[src/rtl/dmactl_pkg.sv]
package dmactl_pkg;
    localparam int ADDR_W  = 2;
    localparam int REG_W   = 8;

    localparam logic [ADDR_W-1:0] A_CMD  = 2'd0;
    localparam logic [ADDR_W-1:0] A_STAT = 2'd1;
    localparam logic [ADDR_W-1:0] A_TBL  = 2'd2;

    localparam int CB_START = 0;
    localparam int CB_DIR   = 3;

    localparam int SB_ACT   = 0;
    localparam int SB_ERR   = 1;
    localparam int SB_INT   = 2;
    localparam int SB_RW_LO = 3;
    localparam int SB_RW_HI = 6;
    localparam int RW_W     = SB_RW_HI - SB_RW_LO + 1;

    localparam logic [REG_W-1:0] FAIL_MARK = 8'h10;

    typedef struct packed {
        logic start;
        logic to_mem;
    } cmd_t;

    typedef struct packed {
        logic [RW_W-1:0] rw;
        logic            intr;
        logic            err;
        logic            act;
    } stat_t;
endpackage

[src/rtl/dmactl_cmd.sv]
module dmactl_cmd
    import dmactl_pkg::*;
(
    input  logic             clk,
    input  logic             rst_n,
    input  logic             wr_cmd,
    input  logic [REG_W-1:0] wdata,
    output logic             start,
    output logic             to_mem,
    output logic             start_rise,
    output logic             start_fall
);
    cmd_t cmd_d, cmd_q;

    always_comb begin
        cmd_d      = cmd_q;
        start_rise = 1'b0;
        start_fall = 1'b0;
        if (wr_cmd) begin
            cmd_d.start  = wdata[CB_START];
            cmd_d.to_mem = wdata[CB_DIR];
            start_rise   = wdata[CB_START] && !cmd_q.start;
            start_fall   = !wdata[CB_START] && cmd_q.start;
        end
    end

    always_ff @(posedge clk or negedge rst_n) begin
        if (!rst_n) cmd_q <= '0;
        else        cmd_q <= cmd_d;
    end

    assign start  = cmd_q.start;
    assign to_mem = cmd_q.to_mem;
endmodule

[src/rtl/dmactl_status.sv]
module dmactl_status
    import dmactl_pkg::*;
(
    input  logic             clk,
    input  logic             rst_n,
    input  logic             wr_stat,
    input  logic [REG_W-1:0] wdata,
    input  logic             start_rise,
    input  logic             start_fall,
    input  logic             dp_done,
    input  logic             dp_err,
    input  logic             dp_irq,
    output logic [REG_W-1:0] stat_byte
);
    stat_t st_d, st_q;

    always_comb begin
        st_d = st_q;
        // live activity bit: start edge has priority over stop causes
        if (start_rise)
            st_d.act = 1'b1;
        else if (dp_done || dp_err || start_fall)
            st_d.act = 1'b0;

        // sticky events, write-one-to-clear, set dominates
        if (dp_err)
            st_d.err = 1'b1;
        else if (wr_stat && wdata[SB_ERR])
            st_d.err = 1'b0;

        if (dp_irq)
            st_d.intr = 1'b1;
        else if (wr_stat && wdata[SB_INT])
            st_d.intr = 1'b0;

        if (wr_stat)
            st_d.rw = wdata[SB_RW_HI:SB_RW_LO];
    end

    always_ff @(posedge clk or negedge rst_n) begin
        if (!rst_n) st_q <= '0;
        else        st_q <= st_d;
    end

    assign stat_byte = {1'b0, st_q};
endmodule

[src/rtl/dmactl_ptr.sv]
module dmactl_ptr #(
    parameter int PTR_W = 32
) (
    input  logic             clk,
    input  logic             rst_n,
    input  logic             wr_ptr,
    input  logic [PTR_W-1:0] wdata,
    output logic [PTR_W-1:0] base
);
    logic [PTR_W-1:0] base_d, base_q;

    always_comb begin
        base_d = base_q;
        if (wr_ptr) base_d = wdata;
    end

    always_ff @(posedge clk or negedge rst_n) begin
        if (!rst_n) base_q <= '0;
        else        base_q <= base_d;
    end

    assign base = base_q;
endmodule

[src/rtl/dmactl_verdict.sv]
module dmactl_verdict
    import dmactl_pkg::*;
(
    input  logic [REG_W-1:0] stat_byte,
    output logic             good,
    output logic [REG_W-1:0] code,
    output logic             busy
);
    localparam logic [2:0] GOOD_PAT = 3'b100;

    always_comb begin
        good = (stat_byte[SB_INT:SB_ACT] == GOOD_PAT);
        code = good ? '0 : (stat_byte | FAIL_MARK);
        busy = stat_byte[4] && stat_byte[3];
    end
endmodule

[src/rtl/dmactl_regfile.sv]
module dmactl_regfile
    import dmactl_pkg::*;
#(
    parameter int DATA_W = 32
) (
    input  logic              clk,
    input  logic              rst_n,
    input  logic              bus_sel,
    input  logic              bus_wr,
    input  logic [ADDR_W-1:0] bus_addr,
    input  logic [DATA_W-1:0] bus_wdata,
    output logic [DATA_W-1:0] bus_rdata,
    output logic              eng_start,
    output logic              eng_to_mem,
    input  logic              dp_done,
    input  logic              dp_err,
    input  logic              dp_irq,
    output logic              irq_out,
    output logic [DATA_W-1:0] tbl_base,
    output logic              xfer_good,
    output logic [REG_W-1:0]  xfer_code,
    output logic              busy_hint
);
    logic             wr_any, wr_cmd, wr_stat, wr_tbl;
    logic             start_rise, start_fall;
    logic [REG_W-1:0] stat_byte;

    assign wr_any  = bus_sel && bus_wr;
    assign wr_cmd  = wr_any && (bus_addr == A_CMD);
    assign wr_stat = wr_any && (bus_addr == A_STAT);
    assign wr_tbl  = wr_any && (bus_addr == A_TBL);

    dmactl_cmd u_cmd (
        .clk        (clk),
        .rst_n      (rst_n),
        .wr_cmd     (wr_cmd),
        .wdata      (bus_wdata[REG_W-1:0]),
        .start      (eng_start),
        .to_mem     (eng_to_mem),
        .start_rise (start_rise),
        .start_fall (start_fall)
    );

    dmactl_status u_stat (
        .clk        (clk),
        .rst_n      (rst_n),
        .wr_stat    (wr_stat),
        .wdata      (bus_wdata[REG_W-1:0]),
        .start_rise (start_rise),
        .start_fall (start_fall),
        .dp_done    (dp_done),
        .dp_err     (dp_err),
        .dp_irq     (dp_irq),
        .stat_byte  (stat_byte)
    );

    dmactl_ptr #(.PTR_W(DATA_W)) u_ptr (
        .clk    (clk),
        .rst_n  (rst_n),
        .wr_ptr (wr_tbl),
        .wdata  (bus_wdata),
        .base   (tbl_base)
    );

    dmactl_verdict u_verdict (
        .stat_byte (stat_byte),
        .good      (xfer_good),
        .code      (xfer_code),
        .busy      (busy_hint)
    );

    assign irq_out = stat_byte[SB_INT];

    always_comb begin
        bus_rdata = '0;
        unique case (bus_addr)
            A_CMD: begin
                bus_rdata[CB_START] = eng_start;
                bus_rdata[CB_DIR]   = eng_to_mem;
            end
            A_STAT:  bus_rdata[REG_W-1:0] = stat_byte;
            A_TBL:   bus_rdata = tbl_base;
            default: bus_rdata = '0;
        endcase
    end
endmodule

[config.mk]
export PLATFORM = sky130hd
export DESIGN_NAME = dmactl_regfile
export DESIGN_NICKNAME = d
export VERILOG_FILES = /design/src/rtl/dmactl_pkg.sv /design/src/rtl/dmactl_cmd.sv /design/src/rtl/dmactl_status.sv /design/src/rtl/dmactl_ptr.sv /design/src/rtl/dmactl_verdict.sv /design/src/rtl/dmactl_regfile.sv
export SDC_FILE = /design/constraint.sdc
export NUM_CORES = 1
export LEC_CHECK = 0
export CAP_MARGIN = 30
export CORE_MARGIN = 1.5
export CORE_UTILIZATION = 35
export DETAILED_ROUTE_END_ITERATION = 8
export HOLD_SLACK_MARGIN = 0.06
export PLACE_DENSITY = 0.75
export SYNTH_ARGS = -nofsm -noshare
export SYNTH_HDL_FRONTEND = slang
export SYNTH_HIERARCHICAL = 1
export SYNTH_SLANG_ARGS = --single-unit
[constraint.sdc]
create_clock -name clk -period 0.9 [get_ports clk]
set_input_delay 0.09 -clock clk [delete_from_list [all_inputs] [get_ports clk]]
set_output_delay 0.09 -clock clk [all_outputs]
set_load 0.02 [all_outputs]
# [Word level (Yosys, flattened, before mapping)]
# Index checks and enable logic that the tools add are counted.
[totals] n_memories=0 romBits=0 out_inout_bits=77 input_bits=41 ram_bits=0 latchBits=0 regBits=41
[op_classes] n_mux=14 n_reduce_logical=17 magnitude_cmp=0 add_sub_neg=0 eq_ne=3 n_mul=0 div_mod_pow=0 bitwise=0 n_shift=0
[ops] op="two-way mux 24 bit" n=1
[ops] op="logical AND 1 bit" n=9
[ops] op="two-way mux 1 bit" n=8
[ops] op="case mux 4 bit (2 select lines)" n=1
[ops] op="two-way mux 7 bit" n=1
[ops] op="case mux 1 bit (3 select lines)" n=2
[ops] op="nonzero test 2 bit" n=3
[ops] op="case mux 2 bit (2 select lines)" n=1
[ops] op="== test 3 bit, second input constant" n=1
[ops] op="== test 2 x 1 -> 1 bit, second input constant" n=1
[ops] op="== test 2 bit, second input constant" n=1
[ops] op="logical NOT 1 bit" n=2
[ops] op="logical NOT 2 bit" n=1
[ops] op="logical OR 1 bit" n=2

# [Depth between registers and ports, before layout]
# Gate-level depths: netlist of the first run.
[depth] depth_word=6 mapped_depth=6 depth_no_buf=6

# [By module]
# Netlist of the first run, hierarchy kept.
[modules_own_cells] module="dmactl_ptr" cells_each=68 area_each_um2=1345.0 n_inst=1
[modules_own_cells] module="dmactl_regfile" cells_each=53 area_each_um2=371.6 n_inst=1
[modules_own_cells] module="dmactl_status" cells_each=19 area_each_um2=269.0 n_inst=1
[modules_own_cells] module="dmactl_cmd" cells_each=6 area_each_um2=92.6 n_inst=1
[modules_own_cells] module="dmactl_verdict" cells_each=10 area_each_um2=68.8 n_inst=1

# [Worst setup path before layout of the first run]
# OpenSTA, ideal clock, no wires.
[synth_path] kind="input to register" startpoint="input port bus_addr[0]" endpoint="register u_ptr.base_q[0] (netlist: u_ptr/base[0])" path_buffers=2 setup_time_ns=0.125 cell_stages=6 t_required_ns=0.775 arrival_time_ns=1.149 slack_ns=-0.374 cell_sequence="inv_1 > ha_1 > and3_1 > buf_6 > buf_12 > mux2_4"
[synth_between] elab_chain_cells=2
[synth_lines] element="start, declared" line="dmactl_regfile.sv:10" rtl="input logic [ADDR_W-1:0] bus_addr,"
[synth_lines] element="== test 2 bit" line="dmactl_regfile.sv:31" rtl="assign wr_tbl = wr_any && (bus_addr == A_TBL);"
[synth_lines] element="logical AND 1 bit" line="dmactl_regfile.sv:31"
[synth_lines] element="net wr_tbl" line="dmactl_regfile.sv:24" rtl="logic wr_any, wr_cmd, wr_stat, wr_tbl;"
[synth_lines] element="end signal, assigned" line="dmactl_ptr.sv:19" rtl="else base_q <= base_d;"
[synth_lines] element="end, declared" line="dmactl_ptr.sv:10" rtl="logic [PTR_W-1:0] base_d, base_q;"
# The timed path passes the listed nets, and every way through them passes these cells.
# A chain may end at the register's enable or synchronous reset.

# [Worst setup path after layout of the first run]
[layout_path] startpoint="register u_stat.st_q, in the netlist u_stat/stat_byte[0]" endpoint="output port bus_rdata[0]"
[layout_between] elab_chain_cells=1
[layout_lines] element="start, declared" line="dmactl_status.sv:15" rtl="stat_t st_d, st_q;"
[layout_lines] element="start signal, assigned" line="dmactl_status.sv:42" rtl="else st_q <= st_d;"
[layout_lines] element="case mux 1 bit (3 select lines)" line="dmactl_regfile.sv:76" rtl="unique case (bus_addr)"
[layout_lines] element="end, declared" line="dmactl_regfile.sv:12" rtl="output logic [DATA_W-1:0] bus_rdata,"
# Every way passes these cells.

==> results_dict.tcl, run 1 <==
set metrics [dict create \
    hold_class "input pin to async pin" \
    die_x_um 81.3 \
    dp_hpwl_um 4360 \
    placed_cell_area_um2 3680 \
    synthTopCellsByArea "dfrtp_1, mux2_4, and2_1" \
    ant_nets 0 \
    synth-edff-count 0 \
    gp_congestion 0.777 \
    p_int_w 0.00589 \
    die_area_um2 6610 \
    wl_per_cell_um 18.4 \
    synthesis.nets 202 \
    final_max_slew_viol_count 0 \
    synth_top_area_cell "dfrtp_1" \
    dp.cells 369 \
    ys.flop_type "dfrtp_1" \
    core_area_um2 5920 \
    p_comb_share_pct 52.7 \
    violations "setup timing" \
    root_buffer "clkbuf_8" \
    setup_violations 116 \
    drt_iter0_drc 68 \
    start_util_pct 36.3 \
    layout_setup_ws_ns -0.620 \
    n_antenna_cell 0 \
    path_max_fanout 3 \
    nets 415 \
    design_area_um2 4830 \
    async_flop_share_pct 100 \
    final_core_utilization_pct 81.6 \
    finalHoldViolCount 0 \
    critPathArrivalTime_ns 1.43 \
    htreeDepth 2 \
    total_power_w 0.00857 \
    grt_usage_pct 22.0 \
    dr_total_vias 2113 \
    cts_tree "yes" \
    wl_um 8190 \
    p_sw_w 0.00269 \
    drive_gt1_share_pct 75.9 \
    grtUsageMet2_pct 37.8 \
    met3_usage_pct 5.62 \
    ios 118 \
    first_global_vias 2091 \
    cts.clk_slew.worst_paths_ns 0.08 \
    cap_violations 0 \
    syn_area_um2 2150 \
    clock_latency_ns 0.28 \
    post-route-period-util_pct 169 \
    port_buffers 116 \
    die_h_um 81.3 \
    cp_data_required_time_ns 0.81 \
    cp-start-kind "flop" \
    timing.hold.ws_ns 0.212 \
    drtPass1Iterations 4 \
    drc 0 \
    fmaxAchievable_ghz 0.658 \
    switching_share_pct 31.4 \
    busiest_layer "met2" \
    fin_worst_skew_ns 0.0000931 \
    num_rows 28 \
    numCtsBuffers 5 \
    cellLeakagePower_nw 2.29 \
    critPathCaptureType "output port" \
    syn_to_final_growth_pct 125 \
    synth.distinct_cells 25 \
    grt_pass1_wl_um 10800 \
    clock_path_buffers 2 \
    synth_top_area_share_pct 47.8 \
    grt-ovfl-total 0 \
    peakVddDrop_v 0.000952 \
    clock-sinks 41 \
    avgSynthCellArea_um2 13.8 \
    yosysSeqAreaShare_pct 47.8 \
    grt_start_max_net_pins 20 \
    crit_type "flop to output port" \
    seq_power_share_pct 30.4 \
    period_minus_slack_ns 1.52 \
    antenna_found_initial 0 \
    outcome "finished with violations" \
    synthCells 156 \
    instances_no_fill 444 \
    yosysWarnings 6 \
    rsz0062_at_grt "yes" \
    vias_per_cell 4.76 \
    p_clk_share_pct 16.9 \
    power_density_nw_per_um2 1780 \
    ys_ff_latch 41 \
    use_met1_pct 27.2 \
]
==> Yosys cell counts (all sizes together) (3+ instances only) <==
master	instances
dfrtp	41
buf	6
nor2b	10
and3	3
a22oi	6
ha	5
inv	3
and2	25
mux2	38
clkbuf	4
==> registers in the layout (all words and copies together), names as in the netlist <==
register / count
u_ptr/base: 32
u_cmd/start: 1
u_stat/stat_byte: 7
u_cmd/to_mem: 1
==> worst max-delay path: stages, from the launching register on <==
cell	delay, ns
dfrtp_2	0.44
buf_6	0.13
a222oi_1	0.31
nor2_1	0.10
buf_4	0.17
==> power by group through the flow <==
| stage | clock network, W | logic, W | registers (W) |
|---|---|---|---|
| finish | 0.00145 | 0.00452 | 0.00261 |
| global route | 0.00158 | 0.00475 | 0.00264 |
| CTS | 0.00149 | 0.00384 | 0.00254 |
| detailed placement | 0 | 0.00309 | 0.00253 |
| global placement | 0 | 0.00305 | 0.00253 |
| floorplan | 0 | 0.00102 | 0.00293 |
==> cell usage in the layout, fill, tap and decap left out, types with 2 or more instances in the layout <==
| cell | n |
|---|---|
| a21o_1 | 2 |
| a222oi_1 | 2 |
| a22oi_2 | 6 |
| and2_4 | 25 |
| and3_4 | 3 |
| and3b_2 | 2 |
| buf_12 | 7 |
| buf_16 | 4 |
| buf_2 | 3 |
| buf_4 | 40 |
| buf_6 | 123 |
| clkbuf_8 | 5 |
| clkdlybuf4s50_1 | 35 |
| dfrtp_1 | 38 |
| dfrtp_2 | 3 |
| dlygate4sd2_1 | 2 |
| ha_4 | 4 |
| inv_12 | 2 |
| mux2_4 | 37 |
| nor2b_1 | 4 |
| nor2b_2 | 6 |
==> per-stage QoR <==
stage | worst slack (ns) | TNS [ns]
2_1_floorplan | -0.216 | -8.37
3_3_place_gp | -1.20 | -81.59
3_5_place_dp | -1.22 | -83.62
4_1_cts | -0.576 | -24.83
5_1_grt | -0.709 | -29.98
6_report | -0.620 | -26.95
==> cell type report <==
cell class	count	area [um^2]
Timing Repair Buffer	216	2340
Clock buffer	5	68.8
Clock inverter	2	35.0
Tap cell	75	93.8
Multi-Input combinational cell	102	1220
Inverter	3	36.3
Sequential cell	41	1030
Fill cell	313	1090
==> cell families after synthesis <==
logic type	synth area share (%)
AND/OR/NAND/NOR	14.3
flip-flops	47.8
multiplexers	25.2
buffers and inverters	5.54
AO/OA/AOI/OAI	4.08
adder cells (fa/ha/maj)	2.91
other	0.175
==> final timing paths <==
kind	cells after the start	to	startpoint	slack [ns]
max	4	bus_rdata[0]	u_stat/stat_byte[0]	-0.62
min	2	u_ptr/base[11]	rst_n	0.21
max reg2reg	4	u_stat/stat_byte[0]	u_stat/stat_byte[0]	-0.26
min reg2reg	1	u_ptr/base[31]	u_ptr/base[31]	0.56
max in group asynchronous	3	u_ptr/base[8]	rst_n	0.30
min in group clk	2	u_stat/stat_byte[2]	dp_irq	0.38
==> layer usage <==
layer  wire, um  part of all wire (%)
met5          0                     0
met4        114                   1.4
met3        563                   6.9
met2       4290                    52
met1       3220                    39
==> what timing repair did <==
item | CTS | global route
setup endpoints to repair | 117 | 117
setup buffers | 40 | 30
cloned | 4 | 0
hold endpoints to repair | 41 | 0
hold buffers | 1 | 0
pin swaps | 25 | 14
resized for setup | 505 | 65
Note: power is estimated with default switching activity, not from simulation.
==> run 2, diff against run 1 <==
- ABC_CLOCK_PERIOD_IN_PS: not set -> 900
==> results of run 2 <==
The final DEF is identical to that of run 1; final timing and power are the same.
==> run 3, diff against run 2 <==
- CORE_ASPECT_RATIO: not set -> 0.7
==> results_dict.tcl, run 3 (synthesis results as in run 1) <==
set metrics [dict create \
    outcome "finished with violations" \
    violations "setup timing" \
    rr_endpoint "u_stat/stat_byte[0]" \
    timing.hold.ws_ns 0.290 \
    dp_hpwl_um 4350 \
    drt_iter0_drc 62 \
    vias_per_cell 4.56 \
    grt_pass1_wl_um 10500 \
    die_x_um 96.6 \
    cp_data_required_time_ns 0.81 \
    post-route-period-util_pct 169 \
    n_antenna_cell 0 \
    cap_violations 0 \
    root_buffer "clkbuf_8" \
    cp-start-kind "flop" \
    wl_um 7110 \
    hold_class "input pin to async pin" \
    peakVddDrop_v 0.000920 \
    fill_cells 354 \
    die_area_um2 6620 \
    period_minus_slack_ns 1.52 \
    cellLeakagePower_nw 2.17 \
    dr_total_vias 1934 \
    gp_congestion 0.740 \
    numCtsBuffers 5 \
    drtPass1Iterations 4 \
    wl_per_cell_um 16.8 \
    first_global_vias 2042 \
    htreeDepth 2 \
    finalHoldViolCount 0 \
    reg2reg_slack_ns -0.24 \
    crit_type "flop to output port" \
    drc 0 \
    power_density_nw_per_um2 1740 \
    placed_cell_area_um2 3670 \
    port_buffers 116 \
    pre_cts_ws_ns -1.23 \
    nets 394 \
    crit_path_end "xfer_code[6]" \
    rsz0062_at_grt "yes" \
    final_common_cell "buf_6" \
    cts_tree "yes" \
    r2r_cells 4 \
    layout_setup_ws_ns -0.624 \
    path_max_fanout 4 \
    grt-ovfl-total 0 \
    r2r-start "u_cmd/start" \
    clock-sinks 41 \
    ant_nets 0 \
    fmaxAchievable_ghz 0.656 \
    final_cell_mix "buf_6, mux2_4, dfrtp_1" \
    num_rows 23 \
    core_area_um2 5810 \
    clock_latency_ns 0.29 \
    final_max_slew_viol_count 0 \
    clock_path_buffers 2 \
    grt_start_max_net_pins 42 \
    die_h_um 68.5 \
    fin_worst_skew_ns 0.0000975 \
    grt_usage_pct 20.4 \
    largest_reg_flops 32 \
    critPathCaptureType "output port" \
    antenna_found_initial 0 \
    startpoint "u_stat/stat_byte[0]" \
    ios 118 \
    setup_violations 114 \
    start_util_pct 36.9 \
    syn_to_final_growth_pct 115 \
    cts.clk_slew.worst_paths_ns 0.08 \
    drive_gt1_share_pct 74.5 \
    design_area_um2 4610 \
    critPathArrivalTime_ns 1.43 \
]
[run 3: report_power, final]
group / internal [W] / total (W) / switching [W]
combinational: 0.00268 / 0.00424 / 0.00156
sequential: 0.00222 / 0.00260 / 0.000377
clock: 0.000538 / 0.00118 / 0.000645
[run 3: layer usage]
layer	track usage [%]	share of wire [%]	vias up
met5	0	0	-
met4	5.98	1.6	0
met3	4.44	4.9	11
met2	36.9	50	70
met1	25.1	43	938
li1	-	-	915
[run 3: how the worst min path moves through the flow]
stage | from | end | depth (start not counted)
3_3_place_gp | rst_n | u_ptr/base[7] | 2
5_1_grt | rst_n | u_ptr/base[7] | 3
4_1_cts | rst_n | u_ptr/base[7] | 3
6_report | rst_n | u_ptr/base[7] | 3
3_5_place_dp | rst_n | u_ptr/base[7] | 2
2_1_floorplan | rst_n | u_cmd/start | 0
[run 3: per-stage QoR]
step,utilization [%],setup TNS (ns),std cells,power (W)
final,79.4,-21.75,424,0.00803
after global routing,79.4,-24.91,424,0.00839
after CTS,73.1,-22.84,404,0.00733
after detailed placement,63.1,-88.15,366,0.00562
after global placement,63.1,-86.73,366,0.00556
after floorplan,-,-8.37,156,0.00395
[run 3: final cells by class]
class	instances	area, um^2	share of cell area, %
inverter	3	36.3	0.786
clock inverter	2	10.0	0.217
multi-input combinational	102	1220	26.5
sequential	41	1030	22.3
clock buffer	6	72.6	1.57
tap	75	93.8	2.03
timing repair buffer	195	2150	46.5
[run 3: timing repair]
action,in CTS,in global routing
gates resized for setup,496,81
endpoints found under the setup margin,117,116
pin swaps,21,18
hold endpoints to repair,41,0
hold buffers,1,0
gates cloned,2,0
setup buffers,28,35
[run 3: critical path: stages (launching register included)]
cell and delay, ns:
dfrtp_2 0.45, nor3b_4 0.33, buf_6 0.16, nor2b_1 0.05
buf_2 0.15
